==> src/rtl/dma_pp_pkg.sv <==
// Package: shared types and helpers for the alternating DMA request controller.
// Assumes host DMA line numbers are 3-bit codes; codes 0 and 4 are unusable.
package dma_pp_pkg;

    typedef enum logic {
        DIR_IN  = 1'b0,
        DIR_OUT = 1'b1
    } xfer_dir_e;

    // True for a line code that may carry requests.
    function automatic logic line_ok(input logic [2:0] code);
        return (code != 3'd0) && (code != 3'd4);
    endfunction

endpackage

==> src/rtl/dma_slot_bank.sv <==
// Module: dma_slot_bank
// Holds, for each of the two slots, the armed flag and the count of words moved
// in the current segment. A slot is armed by software and disarmed when its
// segment ends. Reports when the active slot is on its final permitted word.
// Assumes ack_i and term_i refer to the slot selected by act_i.
module dma_slot_bank #(
    parameter int NSLOT     = 2,
    parameter int MAX_WORDS = 65536,
    localparam int CW       = (MAX_WORDS > 1) ? $clog2(MAX_WORDS) : 1
) (
    input  logic             clk,
    input  logic             rst_n,
    input  logic [NSLOT-1:0] arm_i,
    input  logic             ack_i,
    input  logic             term_i,
    input  logic             act_i,
    output logic [NSLOT-1:0] armed_o,
    output logic             last_word_o
);

    logic [CW-1:0] count_q [NSLOT];
    logic [NSLOT-1:0] last_vec;

    for (genvar s = 0; s < NSLOT; s++) begin : g_slot
        logic here;
        assign here = (act_i == s[0]);

        // Armed flag: set by software, cleared at this slot's segment end.
        always_ff @(posedge clk) begin
            if (!rst_n)                 armed_o[s] <= 1'b0;
            else if (arm_i[s])          armed_o[s] <= 1'b1;
            else if (term_i && here)    armed_o[s] <= 1'b0;
        end

        // Word counter: restarts on arming and on segment end.
        always_ff @(posedge clk) begin
            if (!rst_n)                         count_q[s] <= '0;
            else if (arm_i[s])                  count_q[s] <= '0;
            else if (ack_i && here && term_i)   count_q[s] <= '0;
            else if (ack_i && here)             count_q[s] <= count_q[s] + CW'(1);
        end

        assign last_vec[s] = (count_q[s] == CW'(MAX_WORDS - 1));
    end

    assign last_word_o = last_vec[act_i];

endmodule

==> src/rtl/dma_pacer.sv <==
// Module: dma_pacer
// Decides whether the active direction has a word to move: buffer occupancy on
// input, a pending timer tick on output. A tick arriving together with a
// consumed tick leaves one tick pending.
module dma_pacer
    import dma_pp_pkg::*;
(
    input  logic      clk,
    input  logic      rst_n,
    input  logic      clr_i,
    input  xfer_dir_e dir_i,
    input  logic      tick_i,
    input  logic      buf_ne_i,
    input  logic      consume_i,
    output logic      ready_o
);

    logic pend_q;

    // Pending-tick flag for the output direction.
    always_ff @(posedge clk) begin
        if (!rst_n || clr_i)                 pend_q <= 1'b0;
        else if (tick_i && dir_i == DIR_OUT) pend_q <= 1'b1;
        else if (consume_i)                  pend_q <= 1'b0;
    end

    // Work-available select by direction.
    always_comb begin
        ready_o = (dir_i == DIR_OUT) ? pend_q : buf_ne_i;
    end

endmodule

==> src/rtl/dma_req_engine.sv <==
// Module: dma_req_engine
// Sequences requests on the active slot: raises the request, detects the
// acknowledge, produces the strobe, ends segments, swaps slots and flags
// underrun. Assumes line codes stay stable while enabled.
module dma_req_engine
    import dma_pp_pkg::*;
#(
    parameter int NLINES  = 8,
    localparam int CODE_W = $clog2(NLINES)
) (
    input  logic              clk,
    input  logic              rst_n,
    input  logic              enable_i,
    input  logic              dual_i,
    input  xfer_dir_e         dir_i,
    input  logic              ready_i,
    input  logic [1:0]        armed_i,
    input  logic              last_word_i,
    input  logic [CODE_W-1:0] code_a_i,
    input  logic [CODE_W-1:0] code_b_i,
    input  logic [NLINES-1:0] dack_i,
    input  logic              tc_i,
    output logic              req_o,
    output logic              act_o,
    output logic [CODE_W-1:0] code_act_o,
    output logic              ack_o,
    output logic              term_o,
    output logic              underrun_o,
    output logic              irq_o,
    output logic              rd_o,
    output logic              wr_o
);

    logic req_d;
    logic run;

    // Active line code and acknowledge detection.
    always_comb begin
        code_act_o = act_o ? code_b_i : code_a_i;
        ack_o      = req_o && dack_i[code_act_o];
        term_o     = ack_o && (tc_i || last_word_i);
        run        = enable_i && !underrun_o;
        req_d      = run && armed_i[act_o] && line_ok(3'(code_act_o)) && ready_i
                     && !ack_o && !rd_o && !wr_o;
    end

    // Request, strobe and interrupt registers.
    always_ff @(posedge clk) begin
        if (!rst_n) begin
            req_o <= 1'b0;
            rd_o  <= 1'b0;
            wr_o  <= 1'b0;
            irq_o <= 1'b0;
        end else begin
            req_o <= req_d;
            rd_o  <= ack_o && (dir_i == DIR_IN);
            wr_o  <= ack_o && (dir_i == DIR_OUT);
            irq_o <= term_o;
        end
    end

    // Active slot selection and underrun detection at segment end.
    always_ff @(posedge clk) begin
        if (!rst_n || !enable_i) begin
            act_o      <= 1'b0;
            underrun_o <= 1'b0;
        end else if (term_o && dual_i) begin
            if (armed_i[~act_o]) act_o      <= ~act_o;
            else                 underrun_o <= 1'b1;
        end
    end

endmodule

==> src/rtl/dual_dma_pingpong.sv <==
// Module: dual_dma_pingpong (top)
// Alternating two-slot DMA request controller. Joins the slot bank, the pacer
// and the request engine, and decodes the active line code into one request
// bit per host DMA line. Assumes the host controller is programmed before a
// slot is armed.
module dual_dma_pingpong
    import dma_pp_pkg::*;
#(
    parameter int NLINES    = 8,
    parameter int MAX_WORDS = 65536,
    localparam int CODE_W   = $clog2(NLINES)
) (
    input  logic              clk,
    input  logic              rst_n,
    input  logic              enable,
    input  logic              dual_en,
    input  logic              dir_out,
    input  logic [CODE_W-1:0] code_a,
    input  logic [CODE_W-1:0] code_b,
    input  logic [1:0]        arm_pulse,
    input  logic              buf_not_empty,
    input  logic              pace_tick,
    input  logic [NLINES-1:0] dack,
    input  logic              tc,
    output logic [NLINES-1:0] drq,
    output logic              buf_rd,
    output logic              dac_wr,
    output logic              irq,
    output logic              underrun,
    output logic              active_slot,
    output logic              xfer_wide
);

    xfer_dir_e         dir;
    logic              ready;
    logic [1:0]        armed;
    logic              last_word;
    logic              req;
    logic              ack;
    logic              term;
    logic [CODE_W-1:0] code_act;

    assign dir = dir_out ? DIR_OUT : DIR_IN;

    dma_slot_bank #(.NSLOT(2), .MAX_WORDS(MAX_WORDS)) bank_i (
        .clk         (clk),
        .rst_n       (rst_n),
        .arm_i       (arm_pulse),
        .ack_i       (ack),
        .term_i      (term),
        .act_i       (active_slot),
        .armed_o     (armed),
        .last_word_o (last_word)
    );

    dma_pacer pacer_i (
        .clk       (clk),
        .rst_n     (rst_n),
        .clr_i     (!enable),
        .dir_i     (dir),
        .tick_i    (pace_tick),
        .buf_ne_i  (buf_not_empty),
        .consume_i (ack && dir == DIR_OUT),
        .ready_o   (ready)
    );

    dma_req_engine #(.NLINES(NLINES)) eng_i (
        .clk         (clk),
        .rst_n       (rst_n),
        .enable_i    (enable),
        .dual_i      (dual_en),
        .dir_i       (dir),
        .ready_i     (ready),
        .armed_i     (armed),
        .last_word_i (last_word),
        .code_a_i    (code_a),
        .code_b_i    (code_b),
        .dack_i      (dack),
        .tc_i        (tc),
        .req_o       (req),
        .act_o       (active_slot),
        .code_act_o  (code_act),
        .ack_o       (ack),
        .term_o      (term),
        .underrun_o  (underrun),
        .irq_o       (irq),
        .rd_o        (buf_rd),
        .wr_o        (dac_wr)
    );

    // One request bit per host line, high only on the active line.
    for (genvar l = 0; l < NLINES; l++) begin : g_line
        assign drq[l] = req && (code_act == CODE_W'(l));
    end

    assign xfer_wide = code_act[CODE_W-1];

endmodule

==> config.mk <==
export PLATFORM = sky130hd
export DESIGN_NAME = dual_dma_pingpong
export DESIGN_NICKNAME = d
export VERILOG_FILES = /design/src/rtl/dma_pp_pkg.sv /design/src/rtl/dma_slot_bank.sv /design/src/rtl/dma_pacer.sv /design/src/rtl/dma_req_engine.sv /design/src/rtl/dual_dma_pingpong.sv
export SDC_FILE = /design/constraint.sdc
export NUM_CORES = 1
export LEC_CHECK = 0
export CAP_MARGIN = 20
export CORE_MARGIN = 10
export CORE_UTILIZATION = 45
export DETAILED_ROUTE_END_ITERATION = 10
export PLACE_DENSITY = 0.83
export SETUP_SLACK_MARGIN = 0.2
export SKIP_LAST_GASP = 1
export SLEW_MARGIN = 15
export SYNTH_ARGS = -nofsm -noshare
export SYNTH_HDL_FRONTEND = slang
export SYNTH_SLANG_ARGS = --single-unit
==> constraint.sdc <==
create_clock -name clk -period 3.53 [get_ports clk]
set_input_delay 1.059 -clock clk [delete_from_list [all_inputs] [get_ports clk]]
set_output_delay 1.059 -clock clk [all_outputs]
set_load 0.02 [all_outputs]
==> summary.txt <==
Layer with the highest usage: met2
Vias/cell: 5.05
Most used DFF post-synth: edfxtp_1
Layout area overhead: 30.5%
Root buf cell: clkbuf_8
ANT cells: 0
CP Class: input pin to output pin
Clk pwr share: 41.7%
Crit-path max FO: 5
Tightest Pin Transition: 0.546 ns
Die H: 91.3 um
Startpoint types: input pin
Flop pwr share: 49.8%
Worst EP arrival: 2.26 ns
Register area share after synthesis: 49.8%
Switching part of the total power: 21.4%
Synth async-reset ratio: 0%
Row cnt: 25
Top-count cell post-synth: nor2_1
Share of cells above drive strength 1: 17.0%
Post-Route WL: 5.11 mm
CTS Buffer Depth: 2
Int Pwr: 875 uW
Final hold viol count: 0
Gpl congestion: 0.787
Die W: 91.3 um
Port bufs: 37
EDFF count, synth: 32
Final clock skew: 0.00992 ns
Clock Pin Slew Worst Setup and Hold Paths: 0.08 ns
Post-synthesis cell type count: 46
F_max: 0.301 GHz
Synth top cells by count: nor2_1 (55), edfxtp_1 (32), nand2_1 (17), xnor2_1 (14), xor2_1 (12)
Grt ovf: 0
Drt drc: 0
M1 GR Usage: 14.7%
R2r setup slk: 1.23 ns
Final nets: 314
Met2 GRT Util: 22.1%
Post-CTS Setup Bufs: 0
Antenna violations before repair: 0
Die Area: 0.00834 sq mm
Global routing usage on met3: 3.13%
Psw: 239 uW
Avg Inst Size Synth: 9.91 sq um
Critical Path RT: 2.47 ns
Post-route setup slack: 0.210 ns
Number of synthesized register bits: 41
Initial drt markers: 138
H-Tree Level Count: 2
Tot GR Track Use: 12.5%
Vias: 1799
Top post-synthesis cells by area: edfxtp_1 (42%), nor2_1 (9.0%), dfxtp_1 (7.9%)
CTS Hold Bufs: 0
Worst hold path type: flip-flop to flip-flop
Syn Inst Count: 231
Pin count of the biggest net entering global routing: 17
Area of the core: 0.00482 sq mm
Post-route ant nets: 0
Syn nets: 257
Crit. End Element: output pin
Max_slew headroom: 63.4%
MaxCap Viol Count: 0
Leak: 0.00107 uW
Final core occ: 62.0%
Crit path time final: 3.32 ns
Yosys warnings: 0
Max-slew violations: 0
Global-route wire length before repair: 8.74 mm
TritonCTS clock tree: built
Area leader, netlist: edfxtp_1
Number of global-route vias before repair: 1876
PnR Total Power: 1110 uW
Clock Latency Late Sink: 0.30 ns
Period utilisation layout: 94.0%
VDD IR-drop max: 381 uV
I/O pins: 38
Pre-CTS setup slack: -0.260 ns
HPWL after DPL: 3.83 mm
RSZ-0062 raised after global routing: true
Outcome: finished, final reports clean
Final count of negative-setup-slack endpoints: 0
Num CTS Buffers: 5
Initial core utilization: 47.5%
Combinational Power Share: 8.6%
Pwr Density: 373 mW/mm^2
Cell area after synthesis: 0.00229 sq mm
Clk sinks: 41
Wire per inst: 14.4 um
Area share of the largest cell type after synthesis: 42.0%
Drt pass-1 iters: 4
## area by class of cell
type	count	area [sq um]
Fill cell	407	1830
Sequential cell	41	1140
Multi-Input combinational cell	175	1100
Timing Repair Buffer	56	493
Tap cell	67	83.8
Clock buffer	5	68.8
Clock inverter	3	68.8
Inverter	9	33.8
## critical path: stages
cell             delay, ns
clkdlybuf4s50_1       0.60
nand2_1               0.09
o22a_1                0.24
nor2_1                0.10
buf_2                 0.18
## logic make-up (layout without fill, tap and decap cells)
kind of cell | count (synthesis) | in the layout | synth area share (%)
and+or+nand+nor | 117 | 117 | 25.1
DFF | 41 | 41 | 49.8
xor gates and xnor gates | 26 | 26 | 9.95
AOI/OAI and AO/OA | 24 | 24 | 7.71
buffers and inverters | 15 | 73 | 3.50
muxes | 6 | 6 | 2.84
adders and majority gates | 2 | 2 | 1.09
## cell usage in the layout, fill, tap and decap left out, drive strengths merged, types with 2 or more instances in the layout
| master | n |
|---|---|
| buf | 27 |
| a21oi | 5 |
| and3 | 4 |
| mux2i | 5 |
| edfxtp | 32 |
| and2 | 2 |
| dfxtp | 9 |
| nor2b | 3 |
| clkbuf | 5 |
| nand3 | 11 |
| nand2 | 17 |
| ha | 2 |
| nor3 | 7 |
| o22a | 2 |
| o21ai | 4 |
| nor2 | 55 |
| nor3b | 3 |
| clkdlybuf4s50 | 27 |
| bufinv | 2 |
| xor2 | 12 |
| xnor2 | 14 |
| inv | 10 |
| nand4b | 2 |
| or2 | 2 |
| nand4 | 6 |
## metal layers
layer | share of wire, % | routed length [um] | up-vias
met5 | 0 | 0 | -
met4 | 1.6 | 82 | 0
met3 | 2.4 | 124 | 10
met2 | 51 | 2610 | 25
met1 | 45 | 2290 | 838
li1 | - | - | 926
## state kept, by name, summed over array words and instances, names as in the netlist
register          cells
pacer_i.pend_q        1
eng_i.req_o           1
eng_i.rd_o            1
eng_i.underrun_o      1
bank_i.armed_o        2
eng_i.act_o           1
eng_i.wr_o            1
eng_i.irq_o           1
bank_i.count_q       32
## stage by stage
| stage | area, sq um | setup TNS (ns) | instances | hold slack (ns) |
|---|---|---|---|---|
| final | 2990 | 0 | 356 | 0.490 |
| after global routing | 2990 | 0 | 356 | 0.518 |
| after detailed placement | 2840 | -1.78 | 348 | 0.486 |
| after global placement | 2840 | -1.56 | 348 | 0.465 |
| after CTS | 2950 | 0 | 356 | 0.498 |
| after floorplan | 2290 | 0 | 231 | 0.452 |
## power groups by stage
stage	registers, uW	logic [uW]	clock network (uW)
floorplan	561	41.8	0
global placement	563	90.8	0
detailed placement	565	92.5	0
CTS	554	94.0	470
global route	557	105	490
finish	554	95.5	464
## final timing paths
check	cells past startpoint	endpoint	start
max reg2reg	9	bank_i.count_q[0][9]	eng_i.act_o
min reg2reg	2	pacer_i.pend_q	pacer_i.pend_q
max	5	drq[7]	code_a[1]
min	2	pacer_i.pend_q	pacer_i.pend_q
## timing repair
| item | 4_1_cts | 5_1_grt |
|---|---|---|
| gates resized for setup | 35 | 14 |
| pin swaps | 0 | 1 |
| endpoints found under the setup margin | 9 | 6 |
Note: power is estimated with default switching activity, not from simulation.
